<file path="src/rtl/ssrx_pkg.sv">
package ssrx_pkg;
  localparam int unsigned SSRX_WORD_W = 16;
  localparam int unsigned SSRX_DEPTH  = 8;
  localparam int unsigned SSRX_WM_W   = 4;
endpackage

</file>
<file path="src/rtl/ssrx_shifter.sv">
module ssrx_shifter #(
  parameter int unsigned WORD_W = 16
) (
  input  logic              clk,
  input  logic              rst_n,
  input  logic              sclk,
  input  logic              fsync,
  input  logic              sdata,
  output logic              word_stb,
  output logic [WORD_W-1:0] word,
  output logic              first_slot
);
  localparam int unsigned CW = $clog2(WORD_W);
  localparam logic [CW-1:0] LAST_BIT = CW'(WORD_W - 1);

  logic              sclk_d;
  logic              active_q, active_n;
  logic [CW-1:0]     bcnt_q, bcnt_n;
  logic [WORD_W-1:0] shreg_q, shreg_n;
  logic [WORD_W-1:0] word_q, word_n;
  logic              stb_q, stb_n;
  logic              rfs_q, rfs_n;
  logic              fall;

  assign fall = sclk_d & ~sclk;

  always_comb begin
    active_n = active_q;
    bcnt_n   = bcnt_q;
    shreg_n  = shreg_q;
    word_n   = word_q;
    stb_n    = 1'b0;
    rfs_n    = rfs_q;
    if (fall) begin
      if (fsync) begin
        active_n = 1'b1;
        shreg_n  = {shreg_q[WORD_W-2:0], sdata};
        bcnt_n   = CW'(1);
        rfs_n    = 1'b1;
      end else if (active_q) begin
        shreg_n = {shreg_q[WORD_W-2:0], sdata};
        if (bcnt_q == '0) begin
          rfs_n = 1'b0;
        end
        if (bcnt_q == LAST_BIT) begin
          stb_n  = 1'b1;
          word_n = {shreg_q[WORD_W-2:0], sdata};
          bcnt_n = '0;
        end else begin
          bcnt_n = bcnt_q + CW'(1);
        end
      end
    end
  end

  always_ff @(posedge clk or negedge rst_n) begin
    if (!rst_n) begin
      sclk_d   <= 1'b1;
      active_q <= 1'b0;
      bcnt_q   <= '0;
      shreg_q  <= '0;
      word_q   <= '0;
      stb_q    <= 1'b0;
      rfs_q    <= 1'b0;
    end else begin
      sclk_d   <= sclk;
      active_q <= active_n;
      bcnt_q   <= bcnt_n;
      shreg_q  <= shreg_n;
      word_q   <= word_n;
      stb_q    <= stb_n;
      rfs_q    <= rfs_n;
    end
  end

  assign word_stb   = stb_q;
  assign word       = word_q;
  assign first_slot = rfs_q;
endmodule

</file>
<file path="src/rtl/ssrx_queue.sv">
module ssrx_queue #(
  parameter int unsigned WIDTH = 16,
  parameter int unsigned DEPTH = 8
) (
  input  logic                             clk,
  input  logic                             rst_n,
  input  logic                             multi_en,
  input  logic                             push,
  input  logic [WIDTH-1:0]                 push_data,
  input  logic                             pop,
  output logic [WIDTH-1:0]                 pop_data,
  output logic [$clog2(DEPTH+1)-1:0]       level
);
  localparam int unsigned LW = $clog2(DEPTH + 1);
  localparam int unsigned PW = (DEPTH > 1) ? $clog2(DEPTH) : 1;
  localparam logic [PW-1:0] PTR_LAST = PW'(DEPTH - 1);

  logic [WIDTH-1:0] mem [DEPTH];
  logic [PW-1:0]    wptr_q, wptr_n, rptr_q, rptr_n;
  logic [LW-1:0]    lvl_q, lvl_n, cap;
  logic [WIDTH-1:0] dout_q, dout_n;
  logic             accept, take;

  assign cap    = multi_en ? LW'(DEPTH) : LW'(1);
  assign accept = push & (lvl_q < cap);
  assign take   = pop & (lvl_q != '0);

  always_comb begin
    wptr_n = wptr_q;
    rptr_n = rptr_q;
    dout_n = dout_q;
    lvl_n  = lvl_q;
    if (accept) begin
      wptr_n = (wptr_q == PTR_LAST) ? '0 : wptr_q + PW'(1);
    end
    if (take) begin
      rptr_n = (rptr_q == PTR_LAST) ? '0 : rptr_q + PW'(1);
      dout_n = mem[rptr_q];
    end
    case ({accept, take})
      2'b10:   lvl_n = lvl_q + LW'(1);
      2'b01:   lvl_n = lvl_q - LW'(1);
      default: lvl_n = lvl_q;
    endcase
  end

  for (genvar g = 0; g < DEPTH; g++) begin : g_slot
    always_ff @(posedge clk) begin
      if (accept && (wptr_q == PW'(g))) begin
        mem[g] <= push_data;
      end
    end
  end

  always_ff @(posedge clk or negedge rst_n) begin
    if (!rst_n) begin
      wptr_q <= '0;
      rptr_q <= '0;
      lvl_q  <= '0;
      dout_q <= '0;
    end else begin
      wptr_q <= wptr_n;
      rptr_q <= rptr_n;
      lvl_q  <= lvl_n;
      dout_q <= dout_n;
    end
  end

  assign pop_data = dout_q;
  assign level    = lvl_q;
endmodule

</file>
<file path="src/rtl/ssrx_status.sv">
module ssrx_status #(
  parameter int unsigned DEPTH = 8,
  parameter int unsigned WM_W  = 4
) (
  input  logic [$clog2(DEPTH+1)-1:0] level,
  input  logic [WM_W-1:0]            wmark,
  input  logic                       multi_en,
  input  logic                       irq_en,
  output logic                       wm_flag,
  output logic                       data_full,
  output logic                       irq
);
  localparam int unsigned LW = $clog2(DEPTH + 1);

  logic [LW-1:0] wm_eff;

  always_comb begin
    if (wmark == '0) begin
      wm_eff = LW'(1);
    end else if (int'(wmark) > int'(DEPTH)) begin
      wm_eff = LW'(DEPTH);
    end else begin
      wm_eff = LW'(wmark);
    end
  end

  assign wm_flag   = multi_en & (level >= wm_eff);
  assign data_full = (level != '0);
  assign irq       = wm_flag & irq_en & multi_en;
endmodule

</file>
<file path="src/rtl/sync_serial_rx.sv">
module sync_serial_rx
  import ssrx_pkg::*;
#(
  parameter int unsigned WORD_W = SSRX_WORD_W,
  parameter int unsigned DEPTH  = SSRX_DEPTH,
  parameter int unsigned WM_W   = SSRX_WM_W
) (
  input  logic              clk,
  input  logic              rst_n,
  input  logic              sclk_in,
  input  logic              fsync_in,
  input  logic              sdata_in,
  input  logic              rd_en,
  output logic [WORD_W-1:0] rd_data,
  input  logic              cfg_fifo_en,
  input  logic              cfg_irq_en,
  input  logic [WM_W-1:0]   cfg_wmark,
  output logic              stat_rfs,
  output logic              stat_wm,
  output logic              stat_dfull,
  output logic              rx_irq
);
  localparam int unsigned LW = $clog2(DEPTH + 1);

  logic [1:0]        rst_sync;
  logic              rst_int_n;
  logic              push;
  logic [WORD_W-1:0] push_word;
  logic [LW-1:0]     fill_lvl;

  always_ff @(posedge clk or negedge rst_n) begin
    if (!rst_n) begin
      rst_sync <= 2'b00;
    end else begin
      rst_sync <= {rst_sync[0], 1'b1};
    end
  end
  assign rst_int_n = rst_sync[1];

  ssrx_shifter #(.WORD_W(WORD_W)) u_shift (
    .clk        (clk),
    .rst_n      (rst_int_n),
    .sclk       (sclk_in),
    .fsync      (fsync_in),
    .sdata      (sdata_in),
    .word_stb   (push),
    .word       (push_word),
    .first_slot (stat_rfs)
  );

  ssrx_queue #(.WIDTH(WORD_W), .DEPTH(DEPTH)) u_queue (
    .clk       (clk),
    .rst_n     (rst_int_n),
    .multi_en  (cfg_fifo_en),
    .push      (push),
    .push_data (push_word),
    .pop       (rd_en),
    .pop_data  (rd_data),
    .level     (fill_lvl)
  );

  ssrx_status #(.DEPTH(DEPTH), .WM_W(WM_W)) u_stat (
    .level     (fill_lvl),
    .wmark     (cfg_wmark),
    .multi_en  (cfg_fifo_en),
    .irq_en    (cfg_irq_en),
    .wm_flag   (stat_wm),
    .data_full (stat_dfull),
    .irq       (rx_irq)
  );
endmodule

</file>
<file path="config.mk">
export PLATFORM = sky130hd
export DESIGN_NAME = sync_serial_rx
export DESIGN_NICKNAME = d
export VERILOG_FILES = /design/src/rtl/ssrx_pkg.sv /design/src/rtl/ssrx_shifter.sv /design/src/rtl/ssrx_queue.sv /design/src/rtl/ssrx_status.sv /design/src/rtl/sync_serial_rx.sv
export SDC_FILE = /design/constraint.sdc
export NUM_CORES = 1
export LEC_CHECK = 0
export BUFFER_PORTS_ARGS = -buffer_cell sky130_fd_sc_hd__buf_2
export CORE_MARGIN = 2
export CORE_UTILIZATION = 35
export DETAILED_ROUTE_END_ITERATION = 10
export MAX_ROUTING_LAYER = met4
export PLACE_DENSITY_LB_ADDON = 0.15
export SYNTH_ARGS = -nofsm -noshare
export SYNTH_HDL_FRONTEND = slang
export SYNTH_HIERARCHICAL = 1
export SYNTH_SLANG_ARGS = --single-unit
</file>
<file path="constraint.sdc">
create_clock -name clk -period 2.3 [get_ports clk]
set_input_delay 0.345 -clock clk [delete_from_list [all_inputs] [get_ports clk]]
set_output_delay 0.345 -clock clk [all_outputs]
set_load 0.05 [all_outputs]
</file>
==> results by group, run 1 <==
Global routing
  – GR Util All Layers: 14.0%
  – First-pass GRT wire length: between 20 and 25 mm
  – Vias in the first global route: approximately 4500
  – Initial antenna violation count: 0
  – Global route overflow: 0
  – Largest net degree at the start of global routing: 53

CTS
  – CTS tree: done
  – Clk root buf: clkbuf_16
  – Clk_lat worst skew: 0.42 ns
  – CTS buffer count: 17
  – Clock slew at the register clock pins of the worst setup and hold paths: about 0.07 ns
  – CTS sink count: 195
  – Max H-tree Level: 4
  – Clk buf depth: 2

Yosys
  – FFs w/ async S/R, synth: 34.4%
  – Top post-synthesis cells by area: edfxtp_1 (48%), dfrtp_1 (21%), mux2_2 (7.6%)
  – Post-Syn Area: about 8000 um2
  – Yosys Warn Count: 6
  – Commonest cells post-synth: edfxtp_1 (128), dfrtp_1 (66), mux2_2 (54), nand2_1 (33), mux2i_1 (32)
  – Synthesized instance count: a little under 500
  – Post-synth EDFFs: 128
  – Syn Nets: 524
  – Most common cell in the netlist: edfxtp_1
  – Synth top area share: 48.1%
  – Syn Area/Cell: 16.2 um2
  – Main synth FF type: edfxtp_1
  – Register bit count reported by yosys: 195
  – Register area share after synthesis: 69.1%
  – Synth area leader: edfxtp_1
  – Synth cell types: 56

Layout
  – Final Non-Filler Cells: between 800 and 900
  – P&R area growth vs syn: 19.5%
  – Final nets: 591
  – Reg area: 5530 um2
  – FILL cells: 2011
  – # diodes: 0
  – Multi-input combinational cell area: roughly 2400 um2
  – Layout cell share with drive strength beyond 1: roughly a third

Outcome
  – Failing checks: setup timing
  – Run status: finished with violations

Placement
  – GPL Wtd Cong: around 0.70
  – Cells after DPL: 820
  – Port Buffers: 31
  – DP HPWL: 9.70 mm

Timing
  – Max-slew violations: 0
  – Final setup violation count: 3
  – Worst Clk Skew: 0.00913 ns
  – Max-Slew Margin vs Limit: 60.7%
  – Max Clock Freq: 417 MHz
  – Worst slew pin tran: 0.590 ns
  – Post-layout min period: 2.40 ns
  – Final setup margin: -0.0981 ns
  – Tcrit/Tclk final: 104%
  – RSZ-0062 raised after global routing: true
  – Final Hold Viols: 0

Route
  – Vias: approximately 4200
  – Starting DRT DRC Count: approximately 210
  – First drt pass iteration count: 4
  – WL per Instance: 17.9 um
  – WL final: around 15 mm
  – Post-route DRC: 0
  – Vias/cell: 4.90
  – Final ANT Viol Nets: 0

Die
  – I/O pin count: 32
  – Core box area: between 20000 and 25000 um2
  – Initial Utilization: 35.5%
  – Die Ht: about 160 um
  – Row count: 55
  – Total Die Area: ~24000 um2
  – Die span in x: between 150 and 200 um

Power and ir drop
  – Leak: 3.82 nW
  – Final Power: 10.8 mW
  – Peak VDD IR: 0.000507 V
  – Pwr Density: 1130 nW/um2

Critical path
  – Worst setup EP type: flop
  – Crit Reg-Reg Startpoint: u_queue/level[3]
  – R2R setup slack: -0.1 ns
  – Setup CP Type: flop to flop
  – Register-to-Register Path Depth: 11
  – Reg2Reg Capture Point: u_queue/level[3]
  – CP max FO: 3
  – CP startpoint kind: flop
  – Data arrival, critical path: 2.71 ns
  – Worst path required time: 2.61 ns

Hold path
  – Hold path depth: 1
  – Hold WC Path Type: input port to flop
  – Hold endpoint: u_shift/sclk_d
  – Min-delay src: sclk_in

Job
  – Number of max-cap violations: 0
through the flow:
| step | area, um2 | setup WS [ns] | hold WS (ns) | utilization (%) | setup TNS [ns] |
|---|---|---|---|---|---|
| global route | 9550 | -0.170 | 0.0191 | 42.4 | -0.521 |
| CTS | 9490 | -0.173 | 0.0175 | 42.2 | -0.412 |
| floorplan | 8060 | -0.199 | 0.0494 | - | -0.199 |
| finish | 9550 | -0.0981 | 0.0398 | 42.4 | -0.272 |
| global placement | 8770 | -0.198 | 0.135 | 39.0 | -0.198 |
| detailed placement | 8770 | -0.381 | 0.134 | 39.0 | -0.381 |
registers in the layout, indices dropped and copies added, names as in the netlist:
register and cells:
rst_sync 2, u_queue/level 4, u_queue/mem 128, u_queue/pop_data 16, u_queue/rptr_q 3, u_queue/wptr_q 3
u_shift/active_q 1, u_shift/bcnt_q 4, u_shift/first_slot 1, u_shift/sclk_d 1, u_shift/shreg_q 15, u_shift/word 16
u_shift/word_stb 1
layer usage:
| layer | vias to the layer above | share of wire (%) | global-route usage [%] |
|---|---|---|---|
| met3 | 13 | 2.5 | 2.45 |
| met1 | 2119 | 45 | 17.0 |
| met4 | 0 | 1.2 | 4.50 |
| met2 | 63 | 51 | 24.0 |
| met5 | - | 0 | - |
| li1 | 2013 | - | - |
final cells by class:
cell class | count | area share, %
Clock inverter | 15 | 1.77
Sequential cell | 195 | 57.9
Clock buffer | 17 | 4.46
Inverter | 17 | 0.734
Timing Repair Buffer | 69 | 6.34
Tap cell | 285 | 3.73
Multi-Input combinational cell | 260 | 25.1
worst max-delay path, stage by stage (launching register included):
cell and delay (ns):
dfrtp_2 0.46, ha_4 0.25, o41ai_2 0.04, and3b_2 0.25
inv_2 0.05, ha_4 0.16, ha_4 0.20, a21o_1 0.20
buf_6 0.14, a21oi_4 0.15, nor4_1 0.06, a311o_1 0.31
where the power goes:
| part | total, mW | switching [mW] | internal, mW |
|---|---|---|---|
| Combinational | 3.48 | 2.02 | 1.46 |
| Clock | 2.97 | 1.33 | 1.63 |
| Sequential | 4.38 | 0.284 | 4.09 |
| Total | 10.8 | 3.63 | 7.19 |
worst max-delay path by stage:
stage / start / slack [ns] / end
global route: u_queue/level[3] / -0.17 / u_queue/level[3]
global placement: cfg_fifo_en / -0.20 / u_queue/level[3]
detailed placement: cfg_fifo_en / -0.38 / u_queue/level[3]
floorplan: u_queue/level[3] / -0.20 / u_queue/level[3]
finish: u_queue/level[3] / -0.1 / u_queue/level[3]
CTS: u_queue/level[3] / -0.17 / u_queue/level[3]
cells by family (layout without fill, tap and decap cells):
kind of cell,after synthesis,in the layout,share of synthesized area (%)
other,1,1,0.0469
adder cells (fa/ha/maj),19,19,3.07
AO/OA/AOI/OAI,74,74,7.06
flip-flops,195,195,69.1
XOR/XNOR,2,2,0.219
multiplexers,95,95,13.3
AND/OR/NAND/NOR,69,69,4.37
buffers and inverters,38,118,2.82
cell usage in the layout, fill, tap and decap left out, types with 6 or more instances in the layout:
master / n
buf_6: 6
dfrtp_1: 61
o21ai_1: 18
ha_4: 6
nand2_1: 33
buf_12: 10
inv_1: 13
nor2_1: 8
clkbuf_16: 17
a221o_1: 16
buf_4: 23
edfxtp_1: 128
o22ai_1: 16
buf_2: 28
mux2i_1: 32
and3_1: 6
mux2_2: 54
mux2_4: 9
ha_1: 12
what timing repair did:
| item | 4_1_cts | 5_1_grt |
|---|---|---|
| resized for setup | 18 | 11 |
| hold buffers | 1 | 0 |
| setup buffers | 4 | 1 |
| hold endpoints to repair | 2 | 0 |
| pin swaps | 12 | 5 |
| setup endpoints to repair | 3 | 6 |
Power figures use the tool's default switching activity.
==> run 2: changes to the inputs <==
--- a/config.mk
+++ b/config.mk
@@ -7,7 +7,7 @@
 export LEC_CHECK = 0
 export BUFFER_PORTS_ARGS = -buffer_cell sky130_fd_sc_hd__buf_2
 export CORE_MARGIN = 2
-export CORE_UTILIZATION = 35
+export CORE_UTILIZATION = 50
 export DETAILED_ROUTE_END_ITERATION = 10
 export MAX_ROUTING_LAYER = met4
 export PLACE_DENSITY_LB_ADDON = 0.15
==> run 2 against run 1 <==
Compared with the run above: the flow still finishes with violations (setup timing); die area down 29%; first-iteration DRC count up 26%; total power down 0.78%; clock skew down 0.0043 ns; maximum frequency up 2.2%; wire length down 11%; global-route usage up 3.9 points; final cell count down 7.2%; setup slack better by 0.052 ns; non-clock buffer count up 7; largest power group unchanged.
==> results by group, run 2 (same netlist as run 1, synthesis figures left out) <==
Critical path
  – CP startpoint kind: flop
  – Register-to-Register Path Depth: 10
  – Reg2Reg Capture Point: u_queue/level[3]
  – Max incr delay on CP: 0.46 ns
  – Start point of the critical path: u_queue/level[3]
  – Worst path required time: ~2.6 ns
  – Most frequent CP cell: ha_4
  – CP max FO: 3
  – R2R setup slack: -0.05 ns
  – Crit. path cell count: 10
  – Delay-heaviest family, CP: compound AO/OA/AOI/OAI gates
  – Data arrival, critical path: 2.65 ns
  – Crit path to: u_queue/level[3]
  – Critical path buffers and inverters: 2
  – Worst setup EP type: flop
  – Setup CP Type: flop to flop
  – Crit Reg-Reg Startpoint: u_queue/level[3]
  – Crit-path slowest cell: dfrtp_2
  – CP cell instances: ha_4 > o41ai_2 > and3b_2 > inv_2 > ha_4 > buf_6 > ha_4 > a2111oi_2 > a41oi_1 > a311o_1

Die
  – Initial Utilization: between 50% and 60%
  – Row count: 46
  – Die span in x: around 130 um
  – I/O pin count: 32
  – Die Ht: 130 um
  – Total Die Area: about 17000 um2
  – Core box area: 15800 um2

Timing
  – Max Clock Freq: 426 MHz
  – Max-Slew Margin vs Limit: 63.3%
  – Final setup margin: -0.0457 ns
  – Final setup violation count: 3
  – RSZ-0062 raised after global routing: true
  – Worst slew pin tran: between 0.5 and 0.6 ns
  – Final Hold Viols: 0
  – Tcrit/Tclk final: 102%
  – Max-slew violations: 0
  – Post-layout min period: 2.35 ns
  – Worst Clk Skew: 0.00481 ns

Layout
  – FILL cells: 1240
  – Final nets: 598
  – Layout cell share with drive strength beyond 1: 34.8%
  – # diodes: 0
  – Largest Register: u_queue/mem
  – Final Cell Area: 9490 um2
  – Commonest non-fill, non-tap cell in the layout: edfxtp_1
  – P&R area growth vs syn: 18.7%
  – Leading cell types in the layout, fill and taps excluded: edfxtp_1 (128), dfrtp_1 (61), mux2_2 (54)
  – Max reg flops: 128

Outcome
  – Run status: finished with violations
  – Failing checks: setup timing

Placement
  – DP HPWL: ~9.1 mm
  – DP Worst Slack: -0.229 ns
  – Port Buffers: 31
  – GPL Wtd Cong: 0.760
  – Placed cell area: slightly below 9000 um2

Global routing
  – Vias in the first global route: 4174
  – Initial antenna violation count: 0
  – GR Util All Layers: around 18%
  – Global route overflow: 0
  – Largest net degree at the start of global routing: 43
  – First-pass GRT wire length: 21.7 mm

CTS
  – Clk root buf: clkbuf_16
  – Clk_lat worst skew: between 0.4 and 0.5 ns
  – CTS tree: done
  – Max H-tree Level: 4
  – Clock slew at the register clock pins of the worst setup and hold paths: around 0.07 ns
  – CTS sink count: 195
  – CTS buffer count: 17
  – Clk buf depth: 2

Power and ir drop
  – Leak: 3.85 nW
  – Peak VDD IR: 0.000613 V
  – Pwr Density: 1130 nW/um2

Route
  – Final ANT Viol Nets: 0
  – First drt pass iteration count: 4
  – Vias: 4185
  – WL final: 13.6 mm
  – WL per Instance: between 15 and 20 um
  – Starting DRT DRC Count: ~260
  – Post-route DRC: 0
  – Vias/cell: 5.26

Job
  – Number of max-cap violations: 0

Hold path
  – Hold path depth: 1
  – Hold WC Path Type: input port to flop
run 2: changes by cell type in the layout (fill, tap and decap cells not counted), sizes merged:
cell	previous run	this run
clkbuf	17	25
buf	68	75
clkinv	4	1
bufinv	2	1
inv	23	19
run 2: per-stage QoR:
stage,hold WS [ns],util [%],std cells,power [mW],TNS [ns]
5_1_grt,0.0185,60.2,796,11.3,-0.512
3_3_place_gp,0.130,55.2,755,7.61,-0.177
4_1_cts,0.0165,59.6,794,10.7,-0.249
6_report,0.0429,60.2,796,10.7,-0.0823
2_1_floorplan,0.0494,-,493,6.82,-0.199
3_5_place_dp,0.132,55.2,755,7.72,-0.232
run 2: worst min-delay path by stage:
| stage | slack [ns] | endpoint | start |
|---|---|---|---|
| after floorplan | 0.05 | rst_sync[0] | rst_n |
| after global placement | 0.13 | rst_sync[0] | rst_n |
| after detailed placement | 0.13 | rst_sync[0] | rst_n |
| after CTS | 0.02 | u_shift/sclk_d | sclk_in |
| after global routing | 0.02 | u_shift/sclk_d | sclk_in |
| final | 0.04 | u_shift/sclk_d | sclk_in |
run 2: timing repair:
item | CTS | global route
buffers inserted | 6 | 2
pin swaps | 8 | 10
setup endpoints to repair | 3 | 5
hold buffers | 1 | 0
resized for setup | 12 | 18
hold endpoints to repair | 2 | 0
run 2: cell type report:
| cell class | count | area (um2) | share of cell area, % |
|---|---|---|---|
| tap | 216 | 270 | 2.85 |
| multi-input combinational | 260 | 2380 | 25.1 |
| clock buffer | 25 | 517 | 5.45 |
| sequential | 195 | 5530 | 58.3 |
| inverter | 17 | 68.8 | 0.725 |
| clock inverter | 7 | 68.8 | 0.725 |
| timing repair buffer | 76 | 651 | 6.86 |
run 2: report_power, final:
group	internal [mW]	switching, mW
Combinational	1.53	1.91
Clock	1.67	1.18
Sequential	4.09	0.351
Total	7.30	3.44
run 2: layer usage:
layer,routed length (um),vias to the layer above,share of wire [%],global-route usage (%)
met4,210,0,1.5,6.82
met3,589,16,4.3,3.95
met2,6870,87,50,29.9
met1,5970,2051,44,21.7
met5,0,-,0,-
li1,-,2031,-,-
==> run 3: changes to the inputs <==
--- a/config.mk
+++ b/config.mk
@@ -9,9 +9,11 @@
 export CORE_MARGIN = 2
 export CORE_UTILIZATION = 50
 export DETAILED_ROUTE_END_ITERATION = 10
+export GPL_TIMING_DRIVEN = 0
 export MAX_ROUTING_LAYER = met4
 export PLACE_DENSITY_LB_ADDON = 0.15
 export SYNTH_ARGS = -nofsm -noshare
 export SYNTH_HDL_FRONTEND = slang
 export SYNTH_HIERARCHICAL = 1
 export SYNTH_SLANG_ARGS = --single-unit
+export TNS_END_PERCENT = 1
==> run 3 against run 2 <==
Compared with the run above: the run still ends with setup timing left; register-to-register slack worse by 0.17 ns; sequential cell count stayed put; count of clock-buffer cells in the layout is 4 lower; clock skew is 0.0031 ns higher; first-iteration DRC count is 2.3% higher; global-route usage is 0.48 points higher; largest power group unchanged.
==> results by group, run 3 (same netlist as run 1, synthesis figures left out) <==
Outcome
  – Run status: finished with violations
  – Failing checks: setup timing

Critical path
  – Data arrival, critical path: 2.82 ns
  – Crit-path slowest cell: dfrtp_2
  – Reg2Reg Capture Point: u_queue/level[3]
  – R2R setup slack: -0.22 ns
  – Crit Reg-Reg Startpoint: u_queue/level[0]
  – Worst path required time: 2.60 ns
  – CP max FO: 4
  – Register-to-Register Path Depth: 10
  – CP startpoint kind: flop
  – CP cell instances: o41ai_4 > and3b_1 > buf_6 > inv_8 > ha_4 > buf_6 > ha_4 > a2111oi_4 > a41oi_2 > a311o_1
  – Setup CP Type: flop to flop
  – Max incr delay on CP: ~0.43 ns
  – Worst setup EP type: flop

CTS
  – Clk buf depth: 2
  – Clk_lat worst skew: 0.42 ns
  – Clock slew at the register clock pins of the worst setup and hold paths: 0.06 ns
  – CTS buffer count: 17
  – CTS sink count: 195
  – CTS tree: done
  – Clk root buf: clkbuf_16
  – Max H-tree Level: 4

Hold path
  – Min-delay src: sclk_in
  – Hold WC Path Type: input port to flop
  – Hold path depth: 1
  – Hold endpoint: u_shift/sclk_d

Layout
  – Max reg flops: approximately 130
  – # diodes: 0
  – Multi-input combinational cell area: roughly 2400 um2
  – Layout cell share with drive strength beyond 1: 33.3%
  – Leading cell types in the layout, fill and taps excluded: edfxtp_1 (128), dfrtp_1 (61), mux2_2 (54)
  – Final Cell Area: 9360 um2
  – Commonest non-fill, non-tap cell in the layout: edfxtp_1
  – Final nets: 592
  – Final Non-Filler Cells: 790
  – Reg area: 5530 um2
  – Largest Register: u_queue/mem
  – FILL cells: 1248
  – P&R area growth vs syn: 17.2%

Global routing
  – Initial antenna violation count: 0
  – GR Util All Layers: about 18%
  – Vias in the first global route: 4300
  – Largest net degree at the start of global routing: 66
  – First-pass GRT wire length: 22.6 mm
  – Global route overflow: 0

Timing
  – Worst slew pin tran: 0.857 ns
  – Post-layout min period: between 2 and 3 ns
  – Final setup margin: -0.220 ns
  – Max Clock Freq: between 300 and 400 MHz
  – Final setup violation count: 3
  – Max-slew violations: 0
  – RSZ-0062 raised after global routing: true
  – Min Hold Slack: 0.0443 ns
  – Worst Clk Skew: 0.00792 ns
  – Setup TNS: -0.244 ns
  – Tcrit/Tclk final: 110%
  – Max-Slew Margin vs Limit: 42.9%
  – Final Hold Viols: 0

Route
  – Top sig layer: met4
  – Post-route DRC: 0
  – Vias: ~4200
  – Starting DRT DRC Count: ~270
  – WL met3: 651 um
  – WL per Instance: 17.8 um
  – Final ANT Viol Nets: 0
  – Routed wl met2: 6.84 mm
  – WL final: 14.0 mm
  – First drt pass iteration count: 4
  – Vias/cell: 5.35
  – Wl on met1: 6.35 mm

Power and ir drop
  – Leak: ~3.8 nW
  – Peak VDD IR: 0.000554 V
  – Pwr Density: 1160 nW/um2

Die
  – Row count: 46
  – I/O pin count: 32
  – Die Ht: approximately 130 um
  – Initial Utilization: approximately 51%
  – Total Die Area: ~17000 um2
  – Core box area: 15800 um2
  – Die span in x: 130 um

Placement
  – Port Buffers: 31
  – Placed cell area: 8490 um2
  – GPL Wtd Cong: 0.743
  – DP HPWL: 9.36 mm
  – Cells after DPL: 740

Job
  – Number of max-cap violations: 0
run 3: cell types whose count changed in the layout (fill, tap and decap cells not counted), sizes merged:
cell and change:
clkbuf +3, clkinvlp -3, clkinv +6, bufinv +3, buf -13, inv -2
run 3: repair_timing:
item / in CTS / in global routing
setup buffers: 13 / 4
gates resized for setup: 23 / 11
gates cloned: 0 / 0
endpoints found under the setup margin: 134 / 21
endpoints found under the hold margin: 2 / 0
hold buffers: 1 / 0
pin swaps: 10 / 8
run 3: layer usage:
| layer | GRT usage [%] | up-vias |
|---|---|---|
| met5 | - | - |
| met4 | 6.76 | 0 |
| met3 | 3.30 | 14 |
| met2 | 29.3 | 89 |
| met1 | 24.2 | 2108 |
| li1 | - | 2014 |
run 3: power by group:
group	leakage [nW]	total [mW]	internal [mW]	switching, mW
Combinational	1.39	3.43	1.46	1.98
Clock	0.296	3.01	1.81	1.19
Sequential	2.10	4.43	4.09	0.333
Total	3.78	10.9	7.36	3.50
run 3: layout make-up:
cell class              instances  area share, %
clock inverters                11           1.72
well taps                     216           2.89
repair buffers                 49           3.34
plain buffers                  21           1.79
flip-flops and latches        195           59.1
multi-input cells             260           25.7
clock buffers                  21           4.70
inverters                      17          0.815
run 3: per-stage QoR:
step / total power [mW] / setup WS [ns] / utilization, %
3_3_place_gp: 7.50 / -0.731 / 53.8
6_report: 10.9 / -0.220 / 59.4
2_1_floorplan: 6.82 / -0.199 / -
5_1_grt: 11.4 / -0.319 / 59.4
3_5_place_dp: 7.58 / -0.676 / 53.8
4_1_cts: 10.8 / -0.278 / 58.8
run 3: how the worst max path moves through the flow:
stage | end | slack [ns] | start
floorplan | u_queue/level[3] | -0.20 | u_queue/level[3]
global placement | u_queue/level[3] | -0.73 | rst_sync[1]
global route | u_queue/level[3] | -0.32 | u_queue/level[0]
finish | u_queue/level[3] | -0.22 | u_queue/level[0]
CTS | u_queue/level[3] | -0.28 | u_queue/level[2]
detailed placement | u_queue/level[3] | -0.68 | u_queue/level[3]
run 3: critical path, delay by kind of cell, from the launching register on:
kind / cells / cell delay [ns]
compound gates: 4 / 1.04
fa+ha+maj: 2 / 0.41
buf+inv: 3 / 0.28
flops: 1 / 0.43
simple gates: 1 / 0.23
